### src/rtl/sdi_line_pkg.sv
package sdi_line_pkg;

    // one serial bit together with its enable
    typedef struct packed {
        logic valid;
        logic data;
    } beat_t;

    // which side of the self-synchronizing pair an instance implements
    typedef enum logic {
        SS_SCRAMBLE   = 1'b0,
        SS_DESCRAMBLE = 1'b1
    } ss_dir_e;

    // default shift history length and inner tap of x^9 + x^4 + 1
    localparam int unsigned POLY_LEN = 9;
    localparam int unsigned POLY_TAP = 4;

    function automatic beat_t mk_beat(input logic v, input logic d);
        beat_t b;
        b.valid = v;
        b.data  = d;
        return b;
    endfunction

endpackage

### src/rtl/sdi_self_sync.sv
module sdi_self_sync
    import sdi_line_pkg::*;
#(
    parameter int unsigned LEN = POLY_LEN,
    parameter int unsigned TAP = POLY_TAP,
    parameter ss_dir_e     DIR = SS_SCRAMBLE
) (
    input  logic  clk,
    input  logic  rst,
    input  beat_t in_beat,
    output beat_t out_beat
);

    logic [LEN-1:0] hist_q;
    logic           mix;
    logic           feed;

    // two-tap feedforward/feedback term
    assign mix      = hist_q[TAP-1] ^ hist_q[LEN-1];
    assign out_beat = mk_beat(in_beat.valid, in_beat.data ^ mix);

    // scrambler remembers what it sends, descrambler remembers what it hears
    generate
        if (DIR == SS_SCRAMBLE) begin : g_fwd
            assign feed = out_beat.data;
        end else begin : g_bwd
            assign feed = in_beat.data;
        end
    endgenerate

    always_ff @(posedge clk) begin
        if (rst) begin
            hist_q <= '0;
        end else if (in_beat.valid) begin
            hist_q <= {hist_q[LEN-2:0], feed};
        end
    end

endmodule

### src/rtl/sdi_nrzi_enc.sv
module sdi_nrzi_enc
    import sdi_line_pkg::*;
(
    input  logic  clk,
    input  logic  rst,
    input  beat_t in_beat,
    output logic  line_o
);

    // a one flips the level, a zero leaves it
    always_ff @(posedge clk) begin
        if (rst) begin
            line_o <= 1'b0;
        end else if (in_beat.valid) begin
            line_o <= line_o ^ in_beat.data;
        end
    end

endmodule

### src/rtl/sdi_nrzi_dec.sv
module sdi_nrzi_dec
    import sdi_line_pkg::*;
(
    input  logic  clk,
    input  logic  rst,
    input  beat_t in_beat,
    output beat_t out_beat
);

    logic prev_q;

    // a change of level between enabled samples is a one
    assign out_beat = mk_beat(in_beat.valid, in_beat.data ^ prev_q);

    always_ff @(posedge clk) begin
        if (rst) begin
            prev_q <= 1'b0;
        end else if (in_beat.valid) begin
            prev_q <= in_beat.data;
        end
    end

endmodule

### src/rtl/sdi_line_coder.sv
module sdi_line_coder
    import sdi_line_pkg::*;
#(
    parameter int unsigned LEN = POLY_LEN,
    parameter int unsigned TAP = POLY_TAP
) (
    input  logic clk,
    input  logic rst,
    input  logic tx_en,
    input  logic tx_bit,
    output logic tx_line,
    input  logic rx_en,
    input  logic rx_line,
    output logic rx_bit
);

    beat_t tx_raw_b;
    beat_t tx_scr_b;
    beat_t rx_raw_b;
    beat_t rx_nrz_b;
    beat_t rx_out_b;
    logic  tx_scr;

    // ---------------- transmit: scramble, then NRZI ----------------
    assign tx_raw_b = mk_beat(tx_en, tx_bit);

    sdi_self_sync #(
        .LEN (LEN),
        .TAP (TAP),
        .DIR (SS_SCRAMBLE)
    ) u_scr (
        .clk      (clk),
        .rst      (rst),
        .in_beat  (tx_raw_b),
        .out_beat (tx_scr_b)
    );

    assign tx_scr = tx_scr_b.data;

    sdi_nrzi_enc u_enc (
        .clk     (clk),
        .rst     (rst),
        .in_beat (tx_scr_b),
        .line_o  (tx_line)
    );

    // ---------------- receive: NRZI decode, then descramble ----------------
    assign rx_raw_b = mk_beat(rx_en, rx_line);

    sdi_nrzi_dec u_dec (
        .clk      (clk),
        .rst      (rst),
        .in_beat  (rx_raw_b),
        .out_beat (rx_nrz_b)
    );

    sdi_self_sync #(
        .LEN (LEN),
        .TAP (TAP),
        .DIR (SS_DESCRAMBLE)
    ) u_dscr (
        .clk      (clk),
        .rst      (rst),
        .in_beat  (rx_nrz_b),
        .out_beat (rx_out_b)
    );

    always_ff @(posedge clk) begin
        if (rst) begin
            rx_bit <= 1'b0;
        end else if (rx_out_b.valid) begin
            rx_bit <= rx_out_b.data;
        end
    end

endmodule

### config.mk
export PLATFORM = sky130hd
export DESIGN_NAME = sdi_line_coder
export DESIGN_NICKNAME = d
export VERILOG_FILES = /design/src/rtl/sdi_line_pkg.sv /design/src/rtl/sdi_self_sync.sv /design/src/rtl/sdi_nrzi_enc.sv /design/src/rtl/sdi_nrzi_dec.sv /design/src/rtl/sdi_line_coder.sv
export SDC_FILE = /design/constraint.sdc
export NUM_CORES = 1
export LEC_CHECK = 0
export BUFFER_PORTS_ARGS = -buffer_cell sky130_fd_sc_hd__buf_2
export CORE_UTILIZATION = 35
export CTS_CLUSTER_SIZE = 24
export DETAILED_ROUTE_END_ITERATION = 6
export GPL_ROUTABILITY_DRIVEN = 0
export GPL_TIMING_DRIVEN = 1
export PLACE_DENSITY = 0.57
export SYNTH_ARGS = -nofsm -noshare
export SYNTH_HDL_FRONTEND = slang
export SYNTH_SLANG_ARGS = --single-unit
### constraint.sdc
create_clock -name clk -period 1.93 [get_ports clk]
set_input_delay 0.193 -clock clk [delete_from_list [all_inputs] [get_ports clk]]
set_output_delay 0.193 -clock clk [all_outputs]
set_load 0.1 [all_outputs]
* Word level (Yosys, flattened, before mapping)
Cells that the tools add are included.
Word-level totals: bits in registers 21, bits in latches 0, memory bits (writable) 0, bits in read-only memories 0, input port bits 6, logic and storage cells 11, memories kept 0
Operators by class: add/subtract/negate cells 0, multipliers 0, div/mod/pow operators 0, order comparisons 0, equal/unequal tests 0, shift-type cells 0, muxes and demuxes 0, bitwise gates (word level) 6, reduce and logical (&&, ||, !) cells 0
Operator list (count):
- $xor A1 B1 Y1 | 6

* Logic depth before layout (Yosys ltp)
word-level depth 3, gate-level depth with buffers 4, mapped depth without buffers 3

* Cells and area by module
Synthesis repeated with hierarchy kept, for this count alone.
Second synthesis, totals: cell total of the unflattened synthesis 76, area, all modules 829.5 um^2
By module, submodules not included:
- sdi_self_sync (u_scr) | instances 1, cells an instance 32, area an instance 355.3 um^2, seq. area each 180.2 um^2
- sdi_self_sync (u_dscr) | instances 1, cells an instance 32, area an instance 344.1 um^2, seq. area each 180.2 um^2
- sdi_nrzi_dec | instances 1, cells an instance 5, area an instance 50.0 um^2, seq. area each 20.0 um^2
- sdi_nrzi_enc | instances 1, cells an instance 4, area an instance 46.3 um^2, seq. area each 20.0 um^2
- sdi_line_coder | instances 1, cells an instance 3, area an instance 33.8 um^2, seq. area each 20.0 um^2

* Worst setup path before layout
No wires, ideal clock.
path kind register to register, from register u_enc.line_o, to register u_enc.line_o, setup time 0.121 ns, arrival time 1.323 ns, required time 1.809 ns, slack 0.486 ns, stages on the path, launching flop included 3, clock period less this slack 1.444 ns, cell sequence dfxtp_1 > nor2_1 > mux2_4
Between the ends: longest elaborated chain between the ends 1
RTL lines:
- start, declared | RTL line sdi_nrzi_enc.sv:7 | output logic line_o
- start signal, assigned | RTL line sdi_nrzi_enc.sv:15 | line_o <= line_o ^ in_beat.data;
- $xor A1 B1 Y1 | RTL line sdi_nrzi_enc.sv:15
Every way passes these cells. A chain may end at the register's enable or synchronous reset.

* Worst setup path after layout
from register u_enc.line_o, to output tx_line
RTL lines:
- end, declared | RTL line sdi_line_coder.sv:11 | output logic tx_line,
No word-level cell between the ends.

==> metrics.yaml <==
status: "completed"
tightest_slew_ns: 0.483
via_per_inst: 4.53
die_area_sq_um: 2490
synth.area.top_cells: "dfxtp_1 (52%), mux2i_1 (20%), nor2_1 (8.9%)"
antennaDiodeCount: 0
routed_wl_um: 1070
yosysMostFrequentCell: "dfxtp_1"
yosysTopAreaCellShare_pct: 52.4
regArea_sq_um: 420
core_area_sq_um: 2060
crit_slowest_cell: "buf_2"
fin_setup_tns_ns: 0
layout-drive-gt1-share_pct: 17.1
synth_commonest_cells: "dfxtp_1 (21), nor2_1 (19), mux2i_1 (16), xnor2_1 (4), nand2b_1 (3)"
cts_setup_buffers: 0
cp_num_buf_inv: 1
ys_seq_area_share_pct: 52.4
synth_flop_cell: "dfxtp_1"
synth_area_sq_um: 802
max_stage_delay_ns: 0.43
cts_hold_buf: 0
rsz0062_at_grt: "no"
cp-end-kind: "output pin"
path_max_fanout: 3
drc: 0
yosys_warnings: 0
fin_nets: 89
synth-edff-count: 0
final_cells: 109
post-route-cell-area_sq_um: 875
grt_pass1_vias: 408
pin_count: 8
synth_cell_types: 14
final_hold_viol_count: 0
ir_drop_mv: 0.258
grt_max_degree: 23
postSynth.asyncResetShare_pct: 0
cts_sinks: 21
critical-path-top-delay-family: "buffers and inverters"
io_buffers: 7
clk_pin_slew_ns: 0.12
rows: 16
holdWs_ns: 0.145
min_from: "rx_line"
hpwl_um: 724
period_needed_ns: 1.27
ys_ff_latch: 21
root_buffer: "clkbuf_4"
grt_usage_pct: 9.72
synth_largest_area_cell: "dfxtp_1"
numCtsBuffers: 3
crit_required_ns: 1.74
post_cts_resized: 0
clk_latency_ns: 0.30
worstReg2RegStart: "u_scr.hist_q[8]"
die_h_um: 49.9
worst-path-stages: 1
dp_worst_setup_slack_ns: 0.689
max_cap_viol_count: 0
die_w_um: 49.9
cts_tree: "built"
whs_path_depth: 3
fillCellCount: 203
ff2ff_path_depth: 3
wl_per_cell_um: 9.79
skew_ns: 0.0109
routed-via-count: 494
setup_ws_ns: 0.658
htree_levels: 1
path_cells: "buf_2"
placed_cells: 105
startpoint_type: "register"
antenna_found_initial: 0
grt_first_pass_wirelength_um: 1750
postSynthCellCount: 75
multi_input_area_sq_um: 358
syn_to_final_growth_pct: 9.05
avgSynthCellArea_sq_um: 10.7
synthesis.nets: 81
setup_viol: 0
firstDrtPassIters: 2
drv_slew: 0
p_leak_uw: 0.000386
p_per_area_nw_per_um2: 839
overflow: 0
start_util_pct: 38.9
fmax_ghz: 0.786
hold_class: "input pin to register"
cp-startpoint: "u_enc.line_o"
drtIter0Drc: 5
crit_arrival_ns: 1.08
slew_headroom_pct: 68.0
post-route-period-util_pct: 65.9
worstSetupPathType: "register to output pin"
ctsLongestPathBuffers: 2
placed_area_sq_um: 847
antenna_left: 0
## cell type report
class	instances	area share, %
clock buffer	3	2.58
clock inverter	1	0.572
multi-input combinational	50	40.9
sequential	21	48.1
tap	27	3.86
timing repair buffer	7	4.01
## state kept, by name, indices dropped and copies added (netlist names)
signal / flops
u_dscr.hist_q: 9
u_scr.hist_q: 9
u_dec.prev_q: 1
rx_bit: 1
u_enc.line_o: 1
## cell families after synthesis
| group | count (synthesis) | share of synthesized area, % |
|---|---|---|
| buf+inv | 4 | 2.96 |
| compound gates | 4 | 3.12 |
| flops | 21 | 52.4 |
| simple gates | 24 | 13.4 |
| xor+xnor | 4 | 4.37 |
| mux | 18 | 23.7 |
## power breakdown
group          total [uW]  switching (uW)  internal, uW
sequential            449            5.64           444
combinational        80.3            52.6          27.8
clock                 204             127          77.2
total                 734             185           549
## layer usage
layer	GRT usage, %	routed length [um]	share of wire [%]
met5	0	0	0
met3	2.78	39	3.7
met4	8.57	13	1.2
met2	11.5	463	43
met1	13.7	550	52
## final timing paths
| kind | end | slack [ns] |
|---|---|---|
| hold reg to reg | u_scr.hist_q[0] | 0.48 |
| setup / recovery | tx_line | 0.66 |
| hold / removal | u_dec.prev_q | 0.15 |
| setup reg to reg | u_enc.line_o | 0.67 |
## per-stage QoR
step                utilization [%]  power [uW]
floorplan                         -         528
global placement               41.1         540
detailed placement             41.1         540
CTS                            42.4         753
global route                   42.4         777
finish                         42.4         734
## placed cells by master, fill, tap and decap left out
master,netlist,layout
nor2b_1,1,1
nand2b_1,3,3
clkbuf_4,0,3
mux2i_1,16,16
dfxtp_1,21,21
nor2_1,19,19
clkinv_2,0,1
a211oi_1,2,2
nand2_4,1,1
buf_2,1,7
mux2_4,2,2
xnor2_1,4,4
a21oi_1,2,2
Note: power is estimated with default switching activity, not from simulation.
